--- src/rtl/alt_pwm_pkg.sv ---
package alt_pwm_pkg;
   typedef enum logic {
      PH_DISCH = 1'b0,
      PH_RAMP  = 1'b1
   } phase_e;

   localparam int unsigned NUM_OUTS = 2;
endpackage

--- src/rtl/alt_pwm_timer.sv ---
module alt_pwm_timer
   import alt_pwm_pkg::*;
#(
   parameter int unsigned CW = 8
) (
   input  logic          clk_i,
   input  logic          rst_ni,
   input  logic [CW-1:0] ramp_len_i,
   input  logic [CW-1:0] dead_len_i,
   output phase_e        phase_o,
   output logic [CW-1:0] cnt_o,
   output logic          start_o,
   output logic          wrap_o
);
   localparam int unsigned XW = CW + 1;

   phase_e        phase_q;
   logic [CW-1:0] cnt_q;
   logic [CW-1:0] len_sel;
   logic [XW-1:0] cnt_next;
   logic          last;

   generate
      if (CW < 2) begin : g_bad_width
         $error("alt_pwm_timer: CW must be at least 2");
      end
   endgenerate

   assign len_sel  = (phase_q == PH_DISCH) ? dead_len_i : ramp_len_i;
   assign cnt_next = {1'b0, cnt_q} + XW'(1);
   // a zero length behaves as one clock
   assign last     = cnt_next >= {1'b0, len_sel};

   always_ff @(posedge clk_i or negedge rst_ni) begin
      if (!rst_ni) begin
         phase_q <= PH_DISCH;
         cnt_q   <= '0;
      end else if (last) begin
         phase_q <= (phase_q == PH_DISCH) ? PH_RAMP : PH_DISCH;
         cnt_q   <= '0;
      end else begin
         cnt_q   <= cnt_next[CW-1:0];
      end
   end

   assign phase_o = phase_q;
   assign cnt_o   = cnt_q;
   assign start_o = (phase_q == PH_DISCH) && last;
   assign wrap_o  = (phase_q == PH_RAMP) && last;

   AST_PHASE_FLIP: assert property (@(posedge clk_i) disable iff (!rst_ni)
      (start_o || wrap_o) |=> (phase_q != $past(phase_q)) && (cnt_q == '0));
endmodule

--- src/rtl/alt_pwm_steer.sv ---
module alt_pwm_steer (
   input  logic clk_i,
   input  logic rst_ni,
   input  logic wrap_i,
   output logic sel_o
);
   logic sel_q;

   always_ff @(posedge clk_i or negedge rst_ni) begin
      if (!rst_ni)     sel_q <= 1'b0;
      else if (wrap_i) sel_q <= ~sel_q;
   end

   assign sel_o = sel_q;

   AST_STEER_TOGGLE: assert property (@(posedge clk_i) disable iff (!rst_ni)
      wrap_i |=> (sel_o != $past(sel_o)));
   AST_STEER_HOLD: assert property (@(posedge clk_i) disable iff (!rst_ni)
      !wrap_i |=> $stable(sel_o));
endmodule

--- src/rtl/alt_pwm_term.sv ---
module alt_pwm_term
   import alt_pwm_pkg::*;
#(
   parameter int unsigned CW = 8
) (
   input  logic          clk_i,
   input  logic          rst_ni,
   input  phase_e        phase_i,
   input  logic [CW-1:0] cnt_i,
   input  logic          start_i,
   input  logic [CW-1:0] duty_i,
   input  logic [CW-1:0] clamp_i,
   input  logic [CW-1:0] blank_len_i,
   input  logic          ilim_i,
   input  logic          ocp_i,
   output logic          pulse_o
);
   logic [CW-1:0] eff_duty;
   logic          arm_q;
   logic          kill_q;
   logic          in_ramp;
   logic          blanked;
   logic          soft_stop;
   logic          stop_now;

   assign eff_duty  = (duty_i < clamp_i) ? duty_i : clamp_i;
   assign in_ramp   = (phase_i == PH_RAMP);
   assign blanked   = cnt_i < blank_len_i;
   assign soft_stop = !blanked && (ilim_i || (cnt_i >= eff_duty));
   assign stop_now  = ocp_i || soft_stop;

   always_ff @(posedge clk_i or negedge rst_ni) begin
      if (!rst_ni) begin
         arm_q  <= 1'b0;
         kill_q <= 1'b0;
      end else if (start_i) begin
         arm_q  <= (eff_duty != '0);
         kill_q <= 1'b0;
      end else if (in_ramp && stop_now) begin
         kill_q <= 1'b1;
      end
   end

   assign pulse_o = in_ramp && arm_q && !kill_q && !stop_now;

   AST_ZERO_DUTY: assert property (@(posedge clk_i) disable iff (!rst_ni)
      (start_i && (eff_duty == '0)) |=> !pulse_o);
   AST_KILL_STICKY: assert property (@(posedge clk_i) disable iff (!rst_ni)
      (in_ramp && ocp_i && !start_i) |=> !pulse_o);
   AST_BLANK_HOLD: assert property (@(posedge clk_i) disable iff (!rst_ni)
      (pulse_o && !ocp_i && (cnt_i + 1'b1 < blank_len_i) && in_ramp && !start_i
       && !$isunknown(cnt_i)) |=> (pulse_o || ocp_i || !in_ramp));
endmodule

--- src/rtl/alt_pwm_top.sv ---
module alt_pwm_top
   import alt_pwm_pkg::*;
#(
   parameter int unsigned CW = 8
) (
   input  logic          clk_i,
   input  logic          rst_ni,
   input  logic [CW-1:0] ramp_len_i,
   input  logic [CW-1:0] dead_len_i,
   input  logic [CW-1:0] blank_len_i,
   input  logic [CW-1:0] duty_i,
   input  logic [CW-1:0] ss_clamp_i,
   input  logic          ilim_i,
   input  logic          ocp_i,
   input  logic          force_low_i,
   output logic          out_a_o,
   output logic          out_b_o,
   output logic          clk_o
);
   phase_e        phase;
   logic [CW-1:0] cnt;
   logic          start;
   logic          wrap;
   logic          sel;
   logic          pulse;
   logic [NUM_OUTS-1:0] outs;

   alt_pwm_timer #(.CW(CW)) u_timer (
      .clk_i      (clk_i),
      .rst_ni     (rst_ni),
      .ramp_len_i (ramp_len_i),
      .dead_len_i (dead_len_i),
      .phase_o    (phase),
      .cnt_o      (cnt),
      .start_o    (start),
      .wrap_o     (wrap)
   );

   alt_pwm_steer u_steer (
      .clk_i  (clk_i),
      .rst_ni (rst_ni),
      .wrap_i (wrap),
      .sel_o  (sel)
   );

   alt_pwm_term #(.CW(CW)) u_term (
      .clk_i       (clk_i),
      .rst_ni      (rst_ni),
      .phase_i     (phase),
      .cnt_i       (cnt),
      .start_i     (start),
      .duty_i      (duty_i),
      .clamp_i     (ss_clamp_i),
      .blank_len_i (blank_len_i),
      .ilim_i      (ilim_i),
      .ocp_i       (ocp_i),
      .pulse_o     (pulse)
   );

   for (genvar g = 0; g < NUM_OUTS; g++) begin : g_out
      assign outs[g] = pulse && !force_low_i && (sel == g[0]);
   end

   assign out_a_o = outs[0];
   assign out_b_o = outs[1];
   assign clk_o   = (phase == PH_DISCH);

   AST_NOT_BOTH: assert property (@(posedge clk_i) disable iff (!rst_ni)
      !(out_a_o && out_b_o));
   AST_DEAD_LOW: assert property (@(posedge clk_i) disable iff (!rst_ni)
      clk_o |-> !(out_a_o || out_b_o));
   AST_OCP_LOW: assert property (@(posedge clk_i) disable iff (!rst_ni)
      ocp_i |-> !(out_a_o || out_b_o));
   AST_FORCE_LOW: assert property (@(posedge clk_i) disable iff (!rst_ni)
      force_low_i |-> !(out_a_o || out_b_o));
endmodule

--- config.mk ---
export PLATFORM = sky130hd
export DESIGN_NAME = alt_pwm_top
export DESIGN_NICKNAME = d
export VERILOG_FILES = /design/src/rtl/alt_pwm_pkg.sv /design/src/rtl/alt_pwm_timer.sv /design/src/rtl/alt_pwm_steer.sv /design/src/rtl/alt_pwm_term.sv /design/src/rtl/alt_pwm_top.sv
export SDC_FILE = /design/constraint.sdc
export NUM_CORES = 1
export LEC_CHECK = 0
export CAP_MARGIN = 20
export CORE_MARGIN = 8
export CORE_UTILIZATION = 50
export DETAILED_ROUTE_END_ITERATION = 16
export GPL_TIMING_DRIVEN = 0
export PLACE_DENSITY = 0.86
export REMOVE_ABC_BUFFERS = 1
export SLEW_MARGIN = 30
export SYNTH_ARGS = -nofsm -noshare
export SYNTH_HDL_FRONTEND = slang
export SYNTH_SLANG_ARGS = --single-unit
--- constraint.sdc ---
create_clock -name clk_i -period 10.3 [get_ports clk_i]
set_input_delay 3.09 -clock clk_i [delete_from_list [all_inputs] [get_ports clk_i]]
set_output_delay 3.09 -clock clk_i [all_outputs]
set_load 0.005 [all_outputs]
* Word level (Yosys, flattened, before mapping)
Index checks and enable logic that the tools add are counted.
** Word-level totals
- Logic and storage cells :: 36
- Register bits after elaboration :: 12
- Output and inout port bits :: 3
- Bits of input ports :: 45
** Cells by class
- Order comparisons :: 4
- Reduce and logical (&&, ||, !) cells :: 18
- $add $sub $neg :: 1
- Bitwise operators :: 2
- Multiplexer cells :: 6
** Operator list (count)
- two-way mux 8 bit :: 3
- < comparator 8 bit :: 2
- logical AND 1 bit :: 10
- adder 8 x 1 -> 9 bit, second input constant :: 1
- >= comparator 9 x 8 -> 1 bit :: 1
- >= comparator 8 bit :: 1
- nonzero test 8 bit :: 1
- logical NOT 1 bit :: 4
- two-way mux 1 bit :: 3
- logical OR 1 bit :: 2
- NOT 1 bit :: 2
- nonzero test 2 bit :: 1

* Logic depth before layout (Yosys ltp)
- Depth after elaboration :: 10
- Gate-level depth with buffers :: 15
- Depth with buffers taken out :: 14

* Modules after synthesis
A second synthesis with hierarchy kept.
** Second synthesis, totals
- Cells, all modules :: 162
- Area total of the unflattened synthesis :: 1525.2 sq um
** By module, submodules not included
- alt_pwm_term :: cells each 94, area an instance 768.2 sq um, instances 1
- alt_pwm_timer :: cells each 63, area an instance 698.2 sq um, instances 1
- alt_pwm_steer :: cells each 2, area an instance 33.8 sq um, instances 1
- alt_pwm_top :: cells each 3, area an instance 25.0 sq um, instances 1

* Worst setup path after synthesis
Ideal clock, no wire load.
- Kind :: in2out
- From :: in ss_clamp_i[2]
- To :: out out_b_o
- Setup slack :: 1.663 ns
- Cell stages on the path :: 15
- Arrival time :: 5.547 ns
- Path buffers :: 1
- Path through :: inv_1 -> ha_1 -> nand2_1 -> o21ai_1 -> a31oi_1 -> o21ai_1 -> buf_6 -> mux2_2 -> ha_1 -> nand2b_1 -> a21o_1 -> a211oi_1 -> or3_1 -> a32oi_2 -> nor4b_2
** Between the ends
- Cells in the longest elaborated chain, start to end :: 10
** Ends and longest elaborated chain
- start: declaration :: RTL line alt_pwm_top.sv:12 : input logic [CW-1:0] ss_clamp_i,
- < comparator 8 bit :: RTL line alt_pwm_term.sv:26 : assign eff_duty = (duty_i < clamp_i) ? duty_i : clamp_i;
- two-way mux 8 bit (*) :: RTL line alt_pwm_term.sv:26
- >= comparator 8 bit (*) :: RTL line alt_pwm_term.sv:29 : assign soft_stop = !blanked && (ilim_i || (cnt_i >= eff_duty));
- logical OR 1 bit (*) :: RTL line alt_pwm_term.sv:29
- logical AND 1 bit (*) :: RTL line alt_pwm_term.sv:29
- logical OR 1 bit (*) :: RTL line alt_pwm_term.sv:30 : assign stop_now = ocp_i || soft_stop;
- logical NOT 1 bit (*) :: RTL line alt_pwm_term.sv:44 : assign pulse_o = in_ramp && arm_q && !kill_q && !stop_now;
- logical AND 1 bit (*) :: RTL line alt_pwm_term.sv:44
- logical AND 1 bit (*) (2 in a row) :: RTL line alt_pwm_top.sv:61 : assign outs[g] = pulse && !force_low_i && (sel == g[0]);
- end: declaration :: RTL line alt_pwm_top.sv:17 : output logic out_b_o,
Every way passes the cells marked *; elsewhere a longest branch is shown, timed or not.

* Worst setup path after layout
Ends and elaborated chain as after synthesis.

==> results.yml <==
status:
  status: "finished clean"
timing:
  clock.fmax_mhz: 99.4
  hold_viol: 0
  period_minus_slack_ns: 10.06
  clock_skew_ns: 0.00618
  relSlewSlack: 0.643
  setup_viol: 0
  drv_slew: 0
  rsz0062_at_grt: "false"
  finalCritPeriodShare: 0.976
  worst_pin_slew_ns: 0.536
  setup_tns_ns: 0
placed_design:
  place_congestion: 0.809
  dpl-instance-area_um2: 1950
  place_inst: 236
  io_buffers: 47
  dpl.hpwl_um: 3080
clock_tree:
  cts_buffer_depth: 2
  htreeDepth: 1
  clockRootBuffer: "clkbuf_4"
  cts_tree: "yes"
  cts_sinks: 12
  clk_latency_ns: 0.28
  post-cts-setup-buffers: 0
  hold_buffers: 0
  clk_pin_slew_worst_paths_ns: 0.08
  numCtsBuffers: 3
die:
  dieArea_um2: 4920
  core_um2: 2780
  fp-row-count: 19
  dieWidth_um: 70.2
  initial_core_util: 0.527
  ios: 48
  die_h_um: 70.2
worst_setup_path:
  endpoint: "out_b_o"
  timing.rr.end: "u_term.arm_q"
  crit_required_ns: 7.21
  cp.arrival_ns: 6.97
  critPathCaptureType: "primary output"
  worstRegToRegCells: 11
  cp-startpoint: "ss_clamp_i[2]"
  start_kind: "primary input"
  reg2reg_from: "u_timer.cnt_o[0]"
  crit_type: "primary input to primary output"
  path_max_fanout: 10
  regToRegSetupSlack_ns: 7.77
grt:
  grt_pass1_wl_um: 6190
  antenna_found_initial: 0
  grt_pass1_vias: 1401
  grt_max_degree: 13
  grt_use_total: 0.148
  grt.overflow.total: 0
cells_and_area:
  drive_above_1_share: 0.0526
  num-nets-final: 286
  stdcell_area_um2: 2000
  fillers: 213
  final_util: 0.718
  final_cells: 240
  diodes: 0
  areaGrowthSynthToFinish_pct: 36.2
route:
  firstDrtPassIters: 4
  drtIter0Drc: 63
  antenna_left: 0
  vias_per_cell: 5.62
  drcViolationCount: 0
  routedWlPerCell_um: 15.3
  routed_wl_um: 3670
  num_vias: 1349
logic_synthesis:
  synth.avg_cell_area_um2: 9.11
  async_reset_ff_frac: 1.00
  synth_seq_cells: 12
  synthCells: 161
  ys_warn_count: 0
  syn-cell-area_um2: 1470
  yosysUniqueCellTypes: 37
  synth_flop_cell: "dfrtp_1"
  synth-edff-count: 0
  ys_seq_area_frac: 0.205
power:
  max-vdd-ir-drop_mv: 0.131
  power.density_nw_per_um2: 174
  p_leak_nw: 0.969
flow_run:
  drv_cap: 0
worst_hold_path:
  hold_path_class: "flop to flop"
==> routing by layer <==
layer | global-route usage | vias up | wire length, um
met5 | 0 | - | 0
met4 | 0.0647 | 0 | 81
met3 | 0.0282 | 7 | 150
met2 | 0.257 | 44 | 1830
met1 | 0.172 | 619 | 1610
li1 | - | 679 | -
==> timing repair <==
item | 4_1_cts | 5_1_grt
gates resized for setup | 1 | 1
setup endpoints to repair | 2 | 2
hold endpoints to repair | 0 | 0
==> critical path: stages <==
cell and delay [ns]:
clkdlybuf4s50_1 0.53, inv_1 0.06, ha_1 0.28, nand2_1 0.05
o21ai_1 0.13, a31oi_1 0.15, o21ai_4 0.38, mux2_2 0.41
ha_1 0.27, nand2b_1 0.14, a21o_1 0.18, a211oi_1 0.21
or3_1 0.14, a32oi_2 0.14, nor4b_2 0.28, clkdlybuf4s50_1 0.54
==> area by class of cell <==
class	instances	area, um^2	area share
clock buffer	4	36.3	0.0182
inverter	17	63.8	0.0320
multi-input combinational	129	1090	0.544
sequential	12	300	0.150
tap	31	38.8	0.0194
timing repair buffer	47	470	0.236
==> how the worst min path moves through the flow <==
| stage | from | endpoint | slack, ns | cells past startpoint |
|---|---|---|---|---|
| 4_1_cts | u_steer.sel_o | u_steer.sel_o | 0.53 | 1 |
| 3_5_place_dp | u_steer.sel_o | u_steer.sel_o | 0.52 | 1 |
| 2_1_floorplan | u_steer.sel_o | u_steer.sel_o | 0.48 | 1 |
| 5_1_grt | u_steer.sel_o | u_steer.sel_o | 0.57 | 1 |
| 3_3_place_gp | u_steer.sel_o | u_steer.sel_o | 0.50 | 1 |
| 6_report | u_steer.sel_o | u_steer.sel_o | 0.53 | 1 |
==> where the power goes <==
group	total, mW	switching (mW)	internal (mW)
clock network	0.0381	0.0165	0.0215
logic	0.204	0.0930	0.111
registers	0.104	0.0364	0.0680
total	0.347	0.146	0.201
==> sequential cells by signal, summed over array words and instances, names as in the netlist <==
| name | flops |
|---|---|
| u_timer.phase_o | 1 |
| u_steer.sel_o | 1 |
| u_term.arm_q | 1 |
| u_term.kill_q | 1 |
| u_timer.cnt_o | 8 |
==> cell usage after synthesis (2+ instances only) <==
master    count  share of area
dfrtp_1      12           0.20
nor2_1        4          0.010
a21o_1        5          0.026
nand2b_1      2         0.0085
and2b_1       3          0.015
nand4_1       2         0.0085
o21ai_0       5          0.017
mux2_2        2          0.015
a211oi_1      2          0.010
mux2i_1      14          0.096
a31oi_1       2         0.0085
a21oi_1       7          0.024
and2_1        2         0.0085
nand3_1       5          0.017
o21ai_1       2         0.0068
xnor2_1       5          0.030
nor2b_1       5          0.021
buf_6         2          0.015
ha_1         31           0.26
nand2_1       9          0.023
inv_1        17          0.044
nor3_1        2         0.0068
xor2_1        3          0.018
nor4_1        5          0.021
==> metrics by stage <==
stage	hold WS, ns	power (mW)	setup WS, ns
2_1_floorplan	0.477	0.243	1.29
3_3_place_gp	0.498	0.296	-0.0307
3_5_place_dp	0.521	0.310	-0.0953
4_1_cts	0.531	0.350	0.137
5_1_grt	0.568	0.384	0.0118
6_report	0.528	0.347	0.242
==> cell families after synthesis <==
group | share of synthesized area
buffers and inverters | 0.0614
flip-flops | 0.205
XOR/XNOR | 0.0478
AND/OR/NAND/NOR | 0.183
adder cells (fa/ha/maj) | 0.265
multiplexers | 0.111
AO/OA/AOI/OAI | 0.127
==> cells in the final DEF (no fill, tap or decap), types with 4 or more instances in the layout <==
cell             Yosys  routed
inv_1               17      17
nor4_1               5       5
a21oi_1              7       7
nor2b_1              5       5
clkdlybuf4s50_1      0      47
o21ai_0              5       5
nand3_1              5       5
dfrtp_1             12      12
a21o_1               5       5
ha_1                31      31
nand2_1              9       9
nor2_1               4       4
xnor2_1              5       5
mux2i_1             14      14
(Power assumes the default switching activity.)
